## src/rtl/acc_alu.sv

```systemverilog
`timescale 1ns/1ps
module acc_alu #(
  parameter int W = 8
) (
  input  logic [3:0]   op,
  input  logic [W-1:0] a,
  input  logic [W-1:0] m,
  input  logic [3:0]   flags_in,
  output logic [W-1:0] y,
  output logic [3:0]   flags_out,
  output logic [3:0]   flag_mask,
  output logic         result_we
);
  localparam int MSB = W - 1;
  localparam logic [3:0] OP_ADD = 4'd0, OP_SUB = 4'd1, OP_AND = 4'd2, OP_OR  = 4'd3,
                         OP_XOR = 4'd4, OP_CMP = 4'd5, OP_BIT = 4'd6, OP_INC = 4'd7,
                         OP_DEC = 4'd8, OP_SHL = 4'd9, OP_SHR = 4'd10, OP_ROL = 4'd11,
                         OP_ROR = 4'd12;
  localparam logic [3:0] MSK_ALL = 4'b1111, MSK_ZN = 4'b1010, MSK_CZN = 4'b1011,
                         MSK_ZVN = 4'b1110, MSK_NONE = 4'b0000;

  wire          cin   = flags_in[0];
  wire [W-1:0]  addend = (op == OP_SUB) ? ~m : m;
  wire [W:0]    sum   = {1'b0, a} + {1'b0, addend} + {{W{1'b0}}, cin};
  wire [W-1:0]  sres  = sum[W-1:0];
  wire          sovf  = ((addend ^ sres) & (sres ^ a)) >> MSB != '0;
  wire [W:0]    cdiff = {1'b0, a} - {1'b0, m};

  logic [W-1:0] fsrc;
  logic         c_new, v_new, z_new, n_new;

  always_comb begin
    y         = a;
    fsrc      = a;
    c_new     = cin;
    v_new     = flags_in[2];
    flag_mask = MSK_NONE;
    result_we = 1'b0;
    case (op)
      OP_ADD, OP_SUB: begin
        y = sres; fsrc = sres; c_new = sum[W]; v_new = sovf;
        flag_mask = MSK_ALL; result_we = 1'b1;
      end
      OP_AND: begin y = a & m; fsrc = a & m; flag_mask = MSK_ZN; result_we = 1'b1; end
      OP_OR:  begin y = a | m; fsrc = a | m; flag_mask = MSK_ZN; result_we = 1'b1; end
      OP_XOR: begin y = a ^ m; fsrc = a ^ m; flag_mask = MSK_ZN; result_we = 1'b1; end
      OP_CMP: begin
        fsrc = cdiff[W-1:0]; c_new = ~cdiff[W]; flag_mask = MSK_CZN;
      end
      OP_BIT: begin
        fsrc = a & m; v_new = m[MSB-1]; flag_mask = MSK_ZVN;
      end
      OP_INC: begin y = a + 1'b1; fsrc = a + 1'b1; flag_mask = MSK_ZN; result_we = 1'b1; end
      OP_DEC: begin y = a - 1'b1; fsrc = a - 1'b1; flag_mask = MSK_ZN; result_we = 1'b1; end
      OP_SHL: begin
        y = {a[MSB-1:0], 1'b0}; fsrc = {a[MSB-1:0], 1'b0}; c_new = a[MSB];
        flag_mask = MSK_CZN; result_we = 1'b1;
      end
      OP_SHR: begin
        y = {1'b0, a[MSB:1]}; fsrc = {1'b0, a[MSB:1]}; c_new = a[0];
        flag_mask = MSK_CZN; result_we = 1'b1;
      end
      OP_ROL: begin
        y = {a[MSB-1:0], cin}; fsrc = {a[MSB-1:0], cin}; c_new = a[MSB];
        flag_mask = MSK_CZN; result_we = 1'b1;
      end
      OP_ROR: begin
        y = {cin, a[MSB:1]}; fsrc = {cin, a[MSB:1]}; c_new = a[0];
        flag_mask = MSK_CZN; result_we = 1'b1;
      end
      default: ;
    endcase
  end

  assign z_new = (fsrc == '0);
  assign n_new = (op == OP_BIT) ? m[MSB] : fsrc[MSB];

  assign flags_out[0] = flag_mask[0] ? c_new : flags_in[0];
  assign flags_out[1] = flag_mask[1] ? z_new : flags_in[1];
  assign flags_out[2] = flag_mask[2] ? v_new : flags_in[2];
  assign flags_out[3] = flag_mask[3] ? n_new : flags_in[3];

  always_comb begin
    if (op == OP_ADD)
      assert_add_carry_R1: assert (flags_out[0] == ((int'(a) + int'(m) + int'(cin)) > (2**W - 1)))
        else $error("add carry mismatch");
    if (op == OP_SUB)
      assert_sub_borrow_R2: assert (flags_out[0] == ((int'(a) + int'(cin)) > int'(m)))
        else $error("subtract borrow mismatch");
    if (result_we && flag_mask[1])
      assert_zero_rule_R3: assert (flags_out[1] == (y == '0) && flags_out[3] == y[MSB])
        else $error("zero/negative rule broken");
    if (op == OP_AND || op == OP_OR || op == OP_XOR)
      assert_logic_keeps_cv_R4: assert (flags_out[0] == flags_in[0] && flags_out[2] == flags_in[2])
        else $error("logic op touched carry or overflow");
    if (op == OP_CMP)
      assert_cmp_no_write_R5: assert (!result_we && y == a && flags_out[0] == (a >= m))
        else $error("compare wrote a result or wrong carry");
    if (op == OP_BIT)
      assert_bit_copies_R6: assert (flags_out[3] == m[MSB] && flags_out[2] == m[MSB-1] && !result_we)
        else $error("bit-test flag copy wrong");
    if (op == OP_ROL)
      assert_rol_feed_R8: assert (y[0] == cin) else $error("rotate left feed wrong");
    if (op == OP_ROR)
      assert_ror_feed_R8: assert (y[MSB] == cin) else $error("rotate right feed wrong");
    if (op == OP_INC)
      assert_inc_wrap_R9: assert (W'(y - a) == W'(1)) else $error("increment not modular");
    if (op > OP_ROR)
      assert_reserved_idle_R10: assert (flag_mask == '0 && flags_out == flags_in && !result_we && y == a)
        else $error("reserved code changed state");
  end
endmodule

```

## config.mk

```make
export PLATFORM = sky130hd
export DESIGN_NAME = acc_alu
export DESIGN_NICKNAME = d
export VERILOG_FILES = /design/src/rtl/acc_alu.sv
export SDC_FILE = /design/constraint.sdc
export NUM_CORES = 1
export LEC_CHECK = 0
export ABC_AREA = 1
export BUFFER_PORTS_ARGS = -buffer_cell sky130_fd_sc_hd__buf_2
export CAP_MARGIN = 20
export CORE_AREA = 2 2 61 92
export DETAILED_ROUTE_END_ITERATION = 10
export DIE_AREA = 0 0 63 94
export GPL_TIMING_DRIVEN = 0
export PLACE_DENSITY_LB_ADDON = 0.15
export REMOVE_ABC_BUFFERS = 1
export SYNTH_ARGS = -nofsm -noshare
export SYNTH_HDL_FRONTEND = slang
export SYNTH_SLANG_ARGS = --single-unit
```

## constraint.sdc

```tcl
create_clock -name vclk -period 4.9
set_input_delay 0.98 -clock vclk [all_inputs]
set_output_delay 0.98 -clock vclk [all_outputs]
set_load 0.03 [all_outputs]
```

Yosys cells after proc, flatten, opt, wreduce, memory -nomap -nowiden. Cells that the tools add are included.

$add $sub $neg: 5. Equality and inequality tests: 12. Muxes and demuxes: 12. Bitwise gates (word level): 8. Reduce and logical (&&, ||, !) cells: 9.

Operators by type and width (count): 8-bit case mux with 11 select lines (1); 8-bit case mux with 10 select lines (1); 8-bit XOR (3); 4-bit equality test, second input constant (5); 8-bit AND (2); 4-bit by 3-bit equality test with 1-bit output, second input constant (4); 4-bit case mux with 4 select lines (1); 11-bit OR reduction (1); 5-bit OR reduction (2); 8-bit by 8-bit adder with 9-bit output (1); 9-bit by 1-bit adder with 9-bit output (1); 8-bit by 8-bit subtractor with 9-bit output (1); 8-bit by 1-bit adder with 8-bit output, second input constant (1); 4-bit by 2-bit equality test with 1-bit output, second input constant (2); 8-bit logical NOT (1); 8-bit 2-to-1 mux (1); 8-bit NOT (1); 8-bit OR (1); 2-bit OR reduction (4); 8-bit by 1-bit subtractor with 8-bit output, second input constant (1); 1-bit 2-to-1 mux (6); 4-bit by 1-bit equality test with 1-bit output, second input constant (1); 4-bit logical NOT (1); 1-bit case mux with 4 select lines (1); 2 further kinds (2).

Flip-flop bits (word level): 0. Input port bits: 24. Output and inout port bits: 17. Logic and storage cells: 46.

Logic depth before layout (Yosys ltp). Gate-level depths: netlist of the first run.

Word-level depth: 8. Depth in mapped cells: 17. Depth with buffers taken out: 17.

Worst setup path before layout of the first run. No wires, ideal clock.

Kind: input port to output port. Start point: in op[3]. End point: out flags_out[1]. Arrival: 3.262 ns. Data required time: 3.920 ns. Path slack: 0.658 ns. Cell stages on the path: 16. Path buffers: 1. Path through: buf_4 nor2_4 nand2_2 xor2_1 fa_1 inv_1 fa_1 inv_1 nor2_1 nor2_1 nand3_1 nor2_1 nand3_1 nor2_1 nand4_1 nand2_1.

Longest elaborated chain between the ends: 7. Elaborated cells on any way between the ends: 24. Classes of those cells: add/sub: 2; eq/ne: 12; mux: 4; reduce/logical: 6.

Ends and longest elaborated chain: from (decl) (RTL line 5) `input logic [3:0] op,`; 4-bit by 1-bit equality test with 1-bit output (RTL line 23, 39); 8-bit 2-to-1 mux (RTL line 23) `wire [W-1:0] addend = (op == OP_SUB) ? ~m : m;`; 8-bit by 8-bit adder with 9-bit output (RTL line 24) `wire [W:0] sum = {1'b0, a} + {1'b0, addend} + {{W{1'b0}}, cin};`; 9-bit by 1-bit adder with 9-bit output (RTL line 24); 8-bit case mux with 11 select lines (RTL line 39) `case (op)`; 8-bit logical NOT (RTL line 75) `assign z_new = (fsrc == '0);`; 1-bit 2-to-1 mux (*) (RTL line 79) `assign flags_out[1] = flag_mask[1] ? z_new : flags_in[1];`; to (decl) (RTL line 10) `output logic [3:0] flags_out,`.

Mark *: on every way between the ends. The rest lies on a longest branch, timed or not.

Final worst setup path of the first run. Same ends and word-level chain as after synthesis.

==> results.cfg, run 1 <==
[synthesis]
yosysWarnings = 0
synth_area_mm2 = 0.00226
syn_area_per_cell_um2 = 5.39
synth_cells = 419
yosys.area.top_type = ha_1
ys_types = 38
synth_top_area_share_pct = 18.3
synth_area_leaders = ha_1 (18%), nand2_1 (16%), inv_1 (12%), nand3_1 (11%), nor2_1 (8.8%)
synth-seq-area-share_pct = 0

[setup_path]
crit_path_frequent_cell = nor2_1
critPathCaptureType = primary output
critPathKind = input pin to primary output
path_cells = buf_2, nor2_4, nand2_4, xor2_1, fa_1, inv_1, fa_1, inv_1, nor2_1, nor2_1, nand3_1, nor2_1, nand3_1, nor2_1, nand4_1, nand2_1, buf_2
path_depth = 17
worstPathMaxFanout = 8
cp-start-kind = input pin
cp.arrival_ns = 3.68
cp.required_ns = 3.92
cp-endpoint = flags_out[1]
critPathLaunch = op[3]
max_stage_delay_ns = 0.41
critPathTopFamily = simple AND/OR/NAND/NOR gates
cp_num_buf_inv = 4
slowest_stage = fa_1

[drt]
dr_total_vias = 2821
routedWlPerCell_um = 14.7
postRouteWirelength_um = 7660
drc = 0
drtPass1Iterations = 5
ant_nets = 0
avgViaCountPerCell = 5.41
drt_iter0_markers = 136

[final_layout]
fin_util_pct = 49.5
area_growth_pct = 11.3
nClkBuffers = 0
drive_above_1_share_pct = 11.9
regArea_um2 = 0
final_common_cell = nand2_1
fin_cells = 521
most-common-layout-cells = nand2_1 (94), inv_1 (71), nor2_1 (52)
final_nets = 515
antenna_cells = 0
seq_cell_count = 0

[sta]
setup_tns_ns = 0
holdWs_ns = 2.32
relSlewSlack_pct = 63.4
setup_viol = 0
final-max-slew-violation-count = 0
max_freq_mhz = 215
worst_pin_slew_ns = 0.545
period_share_pct = 95.0
period_needed_ns = 4.66
grt_setup_unrepaired = no
hold_violations = 0

[pwr]
p_clk_share_pct = 0
combinationalPowerShare_pct = 100.0
power_uw = 275
p_int_uw = 88.5
leakagePower_nw = 1.45
switching_share_pct = 67.8
switchingPower_uw = 187
irDropWorstVdd_mv = 0.0401
seqPwrFrac_pct = 0
cellPowerDensity_mw_per_mm2 = 109

[die]
start_util_pct = 44.4
dieHeight_um = 94
die_x_um = 63
rows = 32
die_area_mm2 = 0.00592
io_pins = 41
coreArea_mm2 = 0.00508

[run]
max_cap_viol_count = 0

[place]
port_buffers = 41
place.gp.congestion = 0.960
hpwlAfterDp_um = 6520
dp.cells = 521

[outcome]
status = completed

[hold_path]
min_from = flags_in[1]
min_path_type = input pin to primary output

[global_routing]
overflow = 0
grt_pass1_wl_um = 12300
grtUsageTotal_pct = 26.0
grt_start_max_net_pins = 15
grt_pass1_vias = 2581
antenna_found_initial = 0

[clock_network]
postCtsSetupBuffers = 0
==> how the worst min path moves through the flow <==
| stage | slack, ns | depth (start not counted) | endpoint |
|---|---|---|---|
| after CTS | 2.32 | 4 | flags_out[1] |
| after floorplan | 2.17 | 2 | flags_out[3] |
| final | 2.32 | 4 | flags_out[1] |
| after global placement | 2.32 | 4 | flags_out[1] |
| after detailed placement | 2.32 | 4 | flags_out[1] |
| after global routing | 2.36 | 4 | flags_out[1] |
==> power groups by stage <==
stage	Sequential, mW	Clock (mW)	Combinational [mW]
after floorplan	0	0	0.190
after global placement	0	0	0.269
after detailed placement	0	0	0.272
after CTS	0	0	0.273
after global routing	0	0	0.310
final	0	0	0.275
==> cell usage after synthesis (2+ instances only) <==
| cell type | number |
|---|---|
| a211oi_1 | 2 |
| a21oi_1 | 16 |
| a22oi_1 | 3 |
| buf_2 | 4 |
| buf_4 | 3 |
| fa_1 | 3 |
| ha_1 | 33 |
| inv_1 | 71 |
| inv_2 | 2 |
| nand2_1 | 94 |
| nand3_1 | 51 |
| nand3b_1 | 5 |
| nand4_1 | 11 |
| nor2_1 | 53 |
| nor2_2 | 4 |
| nor3_1 | 5 |
| o2111ai_1 | 3 |
| o21ai_0 | 25 |
| o22ai_1 | 3 |
| or2_2 | 2 |
| xor2_1 | 9 |
==> cell type report <==
type                       instances  area [um^2]
multi-input combinational        338         1950
timing repair buffer              41          205
fill                             616         2570
tap                               68         85.1
inverter                          74          278
==> stage by stage <==
stage / cell area (um^2) / setup WS (ns)
2_1_floorplan: 2220 / 0.748
3_3_place_gp: 2510 / 0.185
3_5_place_dp: 2510 / 0.171
4_1_cts: 2510 / 0.169
5_1_grt: 2510 / 0.0456
6_report: 2510 / 0.243
==> logic make-up (layout without fill, tap and decap cells) <==
kind of cell               after synthesis  count (layout)  synth area share, %
adders and majority gates               36              36                 20.9
buffers and inverters                   81             115                 14.2
and+or+nand+nor                        231             231                 45.3
AOI/OAI and AO/OA                       62              62                 16.1
xor gates and xnor gates                 9               9                 3.49
==> layer usage <==
metal | vias to the layer above | share of wire [%] | GRT usage, %
li1 | 1438 | - | -
met1 | 1294 | 41 | 30.3
met5 | - | 0 | 0
met4 | 0 | 2.5 | 5.74
met3 | 14 | 3.8 | 0.480
met2 | 75 | 53 | 51.5
==> timing repair <==
item                                    in CTS  in global routing
hold endpoints to repair                     0                  0
hold buffers                                 0                  0
endpoints found under the setup margin       0                  1
resized for setup                            0                  2
Note: power is estimated with default switching activity, not from simulation.
==> run 2: changes to the inputs <==
--- a/config.mk
+++ b/config.mk
@@ -13,6 +13,7 @@
 export DIE_AREA = 0 0 63 94
 export GPL_TIMING_DRIVEN = 0
 export PLACE_DENSITY_LB_ADDON = 0.15
+export RECOVER_POWER = 100
 export REMOVE_ABC_BUFFERS = 1
 export SYNTH_ARGS = -nofsm -noshare
 export SYNTH_HDL_FRONTEND = slang
==> run 2 against run 1 <==
Combinational power about the same; die area stayed put; final area shrank 0.75%; critical path depth stayed put; final cell count is the same; critical path type unchanged.
==> results.cfg, run 2 (synthesis gave the netlist of run 1 again) <==
[outcome]
status = completed

[setup_path]
cp_num_buf_inv = 4
path_cells = buf_2, nor2_4, nand2_4, xor2_1, fa_1, inv_1, fa_1, inv_1, nor2_1, nor2_1, nand3_1, nor2_1, nand3_1, nor2_1, nand4_1, nand2_1, clkbuf_2
critPathKind = input pin to primary output
critPathCaptureType = primary output
max_stage_delay_ns = 0.41
critPathTopFamily = simple AND/OR/NAND/NOR gates
cp-start-kind = input pin
worstPathMaxFanout = 8
cp.required_ns = 3.92
crit_path_frequent_cell = nor2_1
cp.arrival_ns = 3.66
slowest_stage = fa_1

[sta]
max_freq_mhz = 215
final-max-slew-violation-count = 0
holdWs_ns = 2.33
hold_violations = 0
setup_tns_ns = 0
setup_viol = 0
worst_pin_slew_ns = 0.847
relSlewSlack_pct = 43.0
period_share_pct = 94.7
grt_setup_unrepaired = no
period_needed_ns = 4.64

[pwr]
power_uw = 272
cellPowerDensity_mw_per_mm2 = 109
seqPwrFrac_pct = 0
switching_share_pct = 68.8
irDropWorstVdd_mv = 0.0398
combinationalPowerShare_pct = 100.0
p_clk_share_pct = 0
p_int_uw = 84.7
switchingPower_uw = 187
leakagePower_nw = 1.42

[final_layout]
drive_above_1_share_pct = 9.05
seq_cell_count = 0
area_growth_pct = 10.5
nClkBuffers = 0
final_common_cell = nand2_1
final_nets = 515
regArea_um2 = 0
most-common-layout-cells = nand2_1 (94), inv_1 (71), nor2_1 (52)
antenna_cells = 0

[die]
io_pins = 41
rows = 32
start_util_pct = 44.4
die_area_mm2 = 0.00592
die_x_um = 63
coreArea_mm2 = 0.00508
dieHeight_um = 94

[global_routing]
grtUsageTotal_pct = 26.0
overflow = 0
antenna_found_initial = 0
grt_start_max_net_pins = 15
grt_pass1_vias = 2581
grt_pass1_wl_um = 12300

[drt]
postRouteWirelength_um = 7690
drtPass1Iterations = 5
drc = 0
avgViaCountPerCell = 5.40
routedWlPerCell_um = 14.8
drt_iter0_markers = 163
ant_nets = 0
dr_total_vias = 2814

[hold_path]
min_path_type = input pin to primary output

[run]
max_cap_viol_count = 0

[clock_network]
hold_buffers = 0
cts-resized-gates = 0
postCtsSetupBuffers = 0

[place]
place.gp.congestion = 0.960
port_buffers = 41
hpwlAfterDp_um = 6520
run 2: changes by cell type in the layout (fill, tap and decap cells not counted), sizes merged:
cell and delta:
buf -13, clkbuf +13
run 2: final timing paths:
path	start	to	slack, ns	cells past startpoint
setup / recovery	op[3]	flags_out[1]	0.26	17
hold / removal	flags_in[1]	flags_out[1]	2.33	4
run 2: routing by layer:
layer  up-vias  part of all wire (%)  GRT usage [%]
met5         -                     0              0
met4         0                   2.3           5.74
met3        14                   3.7          0.480
met2        77                    53           51.5
met1      1284                    41           30.3
li1       1439                     -              -
run 2: cell type report:
class,count,area (um^2)
repair buffers,41,190
well taps,68,85.1
fillers,626,2590
multi-input cells,338,1940
inverters,74,278
run 2: metrics by stage:
step	std cells	utilization [%]	worst slack, ns	area, um^2
6_report	521	49.1	0.258	2500
5_1_grt	521	49.1	0.0349	2500
4_1_cts	521	49.3	0.169	2510
3_5_place_dp	521	49.3	0.171	2510
3_3_place_gp	521	49.3	0.185	2510
2_1_floorplan	412	-	0.748	2220
run 2: power groups by stage:
stage	Combinational (mW)	Clock, mW	Sequential (mW)
2_1_floorplan	0.190	0	0
3_3_place_gp	0.269	0	0
3_5_place_dp	0.272	0	0
4_1_cts	0.273	0	0
5_1_grt	0.306	0	0
6_report	0.272	0	0
==> run 3: changes to the inputs <==
==> constraint.sdc (replaced) <==
create_clock -name vclk -period 4.9
set_input_delay 0.98 -clock vclk [all_inputs]
set_output_delay 0.98 -clock vclk [all_outputs]
set_load 0.1 [all_outputs]
==> run 3 against run 2 <==
Critical path depth unchanged; worst setup slack got worse by 0.056 ns; total power increased by 35%; clock-buffer cell count did not move; critical endpoint unchanged; non-clock buffer count rose by 1; first-iteration DRC count shrank 7.4%; via count rose by 0.71%; die area is the same; sequential share of layout area unchanged.
==> results.cfg, run 3 (synthesis gave the netlist of run 1 again) <==
[final_layout]
regArea_um2 = 0
nClkBuffers = 0
antenna_cells = 0
area_growth_pct = 11.6
seq_cell_count = 0
drive_above_1_share_pct = 10.8
final_common_cell = nand2_1
final_nets = 516
fin_util_pct = 49.6
most-common-layout-cells = nand2_1 (94), inv_1 (71), nor2_1 (52)

[sta]
worst_pin_slew_ns = 1.16
setup_tns_ns = 0
setup_viol = 0
period_needed_ns = 4.70
max_freq_mhz = 213
hold_violations = 0
layout_setup_ws_ns = 0.201
holdWs_ns = 2.35
period_share_pct = 95.9
final-max-slew-violation-count = 0
grt_setup_unrepaired = no
relSlewSlack_pct = 22.7

[die]
rows = 32
coreArea_mm2 = 0.00508
die_x_um = 63
io_pins = 41
start_util_pct = 44.4
die_area_mm2 = 0.00592
dieHeight_um = 94

[hold_path]
min_path_type = input pin to primary output
hold_depth = 4
min_from = flags_in[1]
hold_path_end = flags_out[1]

[place]
preCtsSetupSlack_ns = -0.0594
place.gp.congestion = 0.960
hpwlAfterDp_um = 6520
port_buffers = 41

[drt]
drt_iter0_markers = 151
ant_nets = 0
dr_total_vias = 2834
postRouteWirelength_um = 7690
avgViaCountPerCell = 5.43
drtPass1Iterations = 4
routedWlPerCell_um = 14.7
drc = 0

[setup_path]
critPathKind = input pin to primary output
cp.required_ns = 3.92
cp-start-kind = input pin
worstPathMaxFanout = 8
cp.arrival_ns = 3.72
critPathCaptureType = primary output

[pwr]
switchingPower_uw = 279
seqPwrFrac_pct = 0
switching_share_pct = 76.0
p_clk_share_pct = 0
leakagePower_nw = 1.44
combinationalPowerShare_pct = 100.0
p_int_uw = 88.1
power_uw = 367
cellPowerDensity_mw_per_mm2 = 146
irDropWorstVdd_mv = 0.0798

[outcome]
status = completed

[global_routing]
grt_pass1_wl_um = 12300
antenna_found_initial = 0
grtUsageTotal_pct = 26.0
overflow = 0
grt_start_max_net_pins = 15
grt_pass1_vias = 2581

[run]
max_cap_viol_count = 0

[clock_network]
hold_buffers = 0
-- run 3: cell types whose count changed in the layout (fill, tap and decap cells not counted) --
cell and delta:
buf_4 +1, buf_6 +1, o21ai_0 -2, buf_2 -2, o21ai_1 +1, o21ai_2 +1
clkbuf_2 +7, clkbuf_1 -6
-- run 3: critical path, cell delays in order --
cell	delay [ns]
buf_2	0.17
nor2_4	0.22
nand2_4	0.15
xor2_1	0.19
fa_1	0.36
inv_1	0.09
fa_1	0.41
inv_1	0.07
nor2_1	0.06
nor2_1	0.13
nand3_1	0.08
nor2_1	0.10
nand3_1	0.07
nor2_1	0.17
nand4_1	0.13
nand2_1	0.09
buf_6	0.22
-- run 3: how the worst max path moves through the flow --
| stage | depth (start not counted) | startpoint | end |
|---|---|---|---|
| floorplan | 4 | op[1] | y[5] |
| global placement | 18 | op[0] | flags_out[1] |
| detailed placement | 18 | op[0] | flags_out[1] |
| CTS | 18 | op[0] | flags_out[1] |
| global route | 17 | op[3] | flags_out[1] |
| finish | 17 | op[3] | flags_out[1] |
-- run 3: power groups by stage --
stage / combinational (mW) / sequential, mW / clock (mW)
final: 0.367 / 0 / 0
after CTS: 0.365 / 0 / 0
after detailed placement: 0.364 / 0 / 0
after floorplan: 0.282 / 0 / 0
after global routing: 0.402 / 0 / 0
after global placement: 0.361 / 0 / 0
-- run 3: layout make-up --
cell class	instances	area (um^2)
fill	622	2560
timing repair buffer	42	211
multi-input combinational	338	1950
inverter	74	278
tap	68	85.1
-- run 3: metrics by stage --
stage | cell area (um^2) | std cells
floorplan | 2220 | 412
global placement | 2510 | 521
detailed placement | 2510 | 521
CTS | 2510 | 521
global route | 2520 | 522
finish | 2520 | 522
-- run 3: timing repair --
| action | in CTS | in global routing |
|---|---|---|
| setup buffers | 0 | 1 |
| gates resized for setup | 1 | 3 |
| endpoints found under the setup margin | 1 | 6 |
| endpoints found under the hold margin | 0 | 0 |
| pin swaps | 0 | 1 |
| cloned | 0 | 0 |
-- run 3: layer usage --
layer  track usage [%]  share of wire [%]  vias to the layer above
li1                  -                  -                     1437
met4              5.74                2.2                        0
met3             0.480                3.9                       12
met2              51.5                 53                       79
met1              30.3                 41                     1306
met5                 0                  0                        -
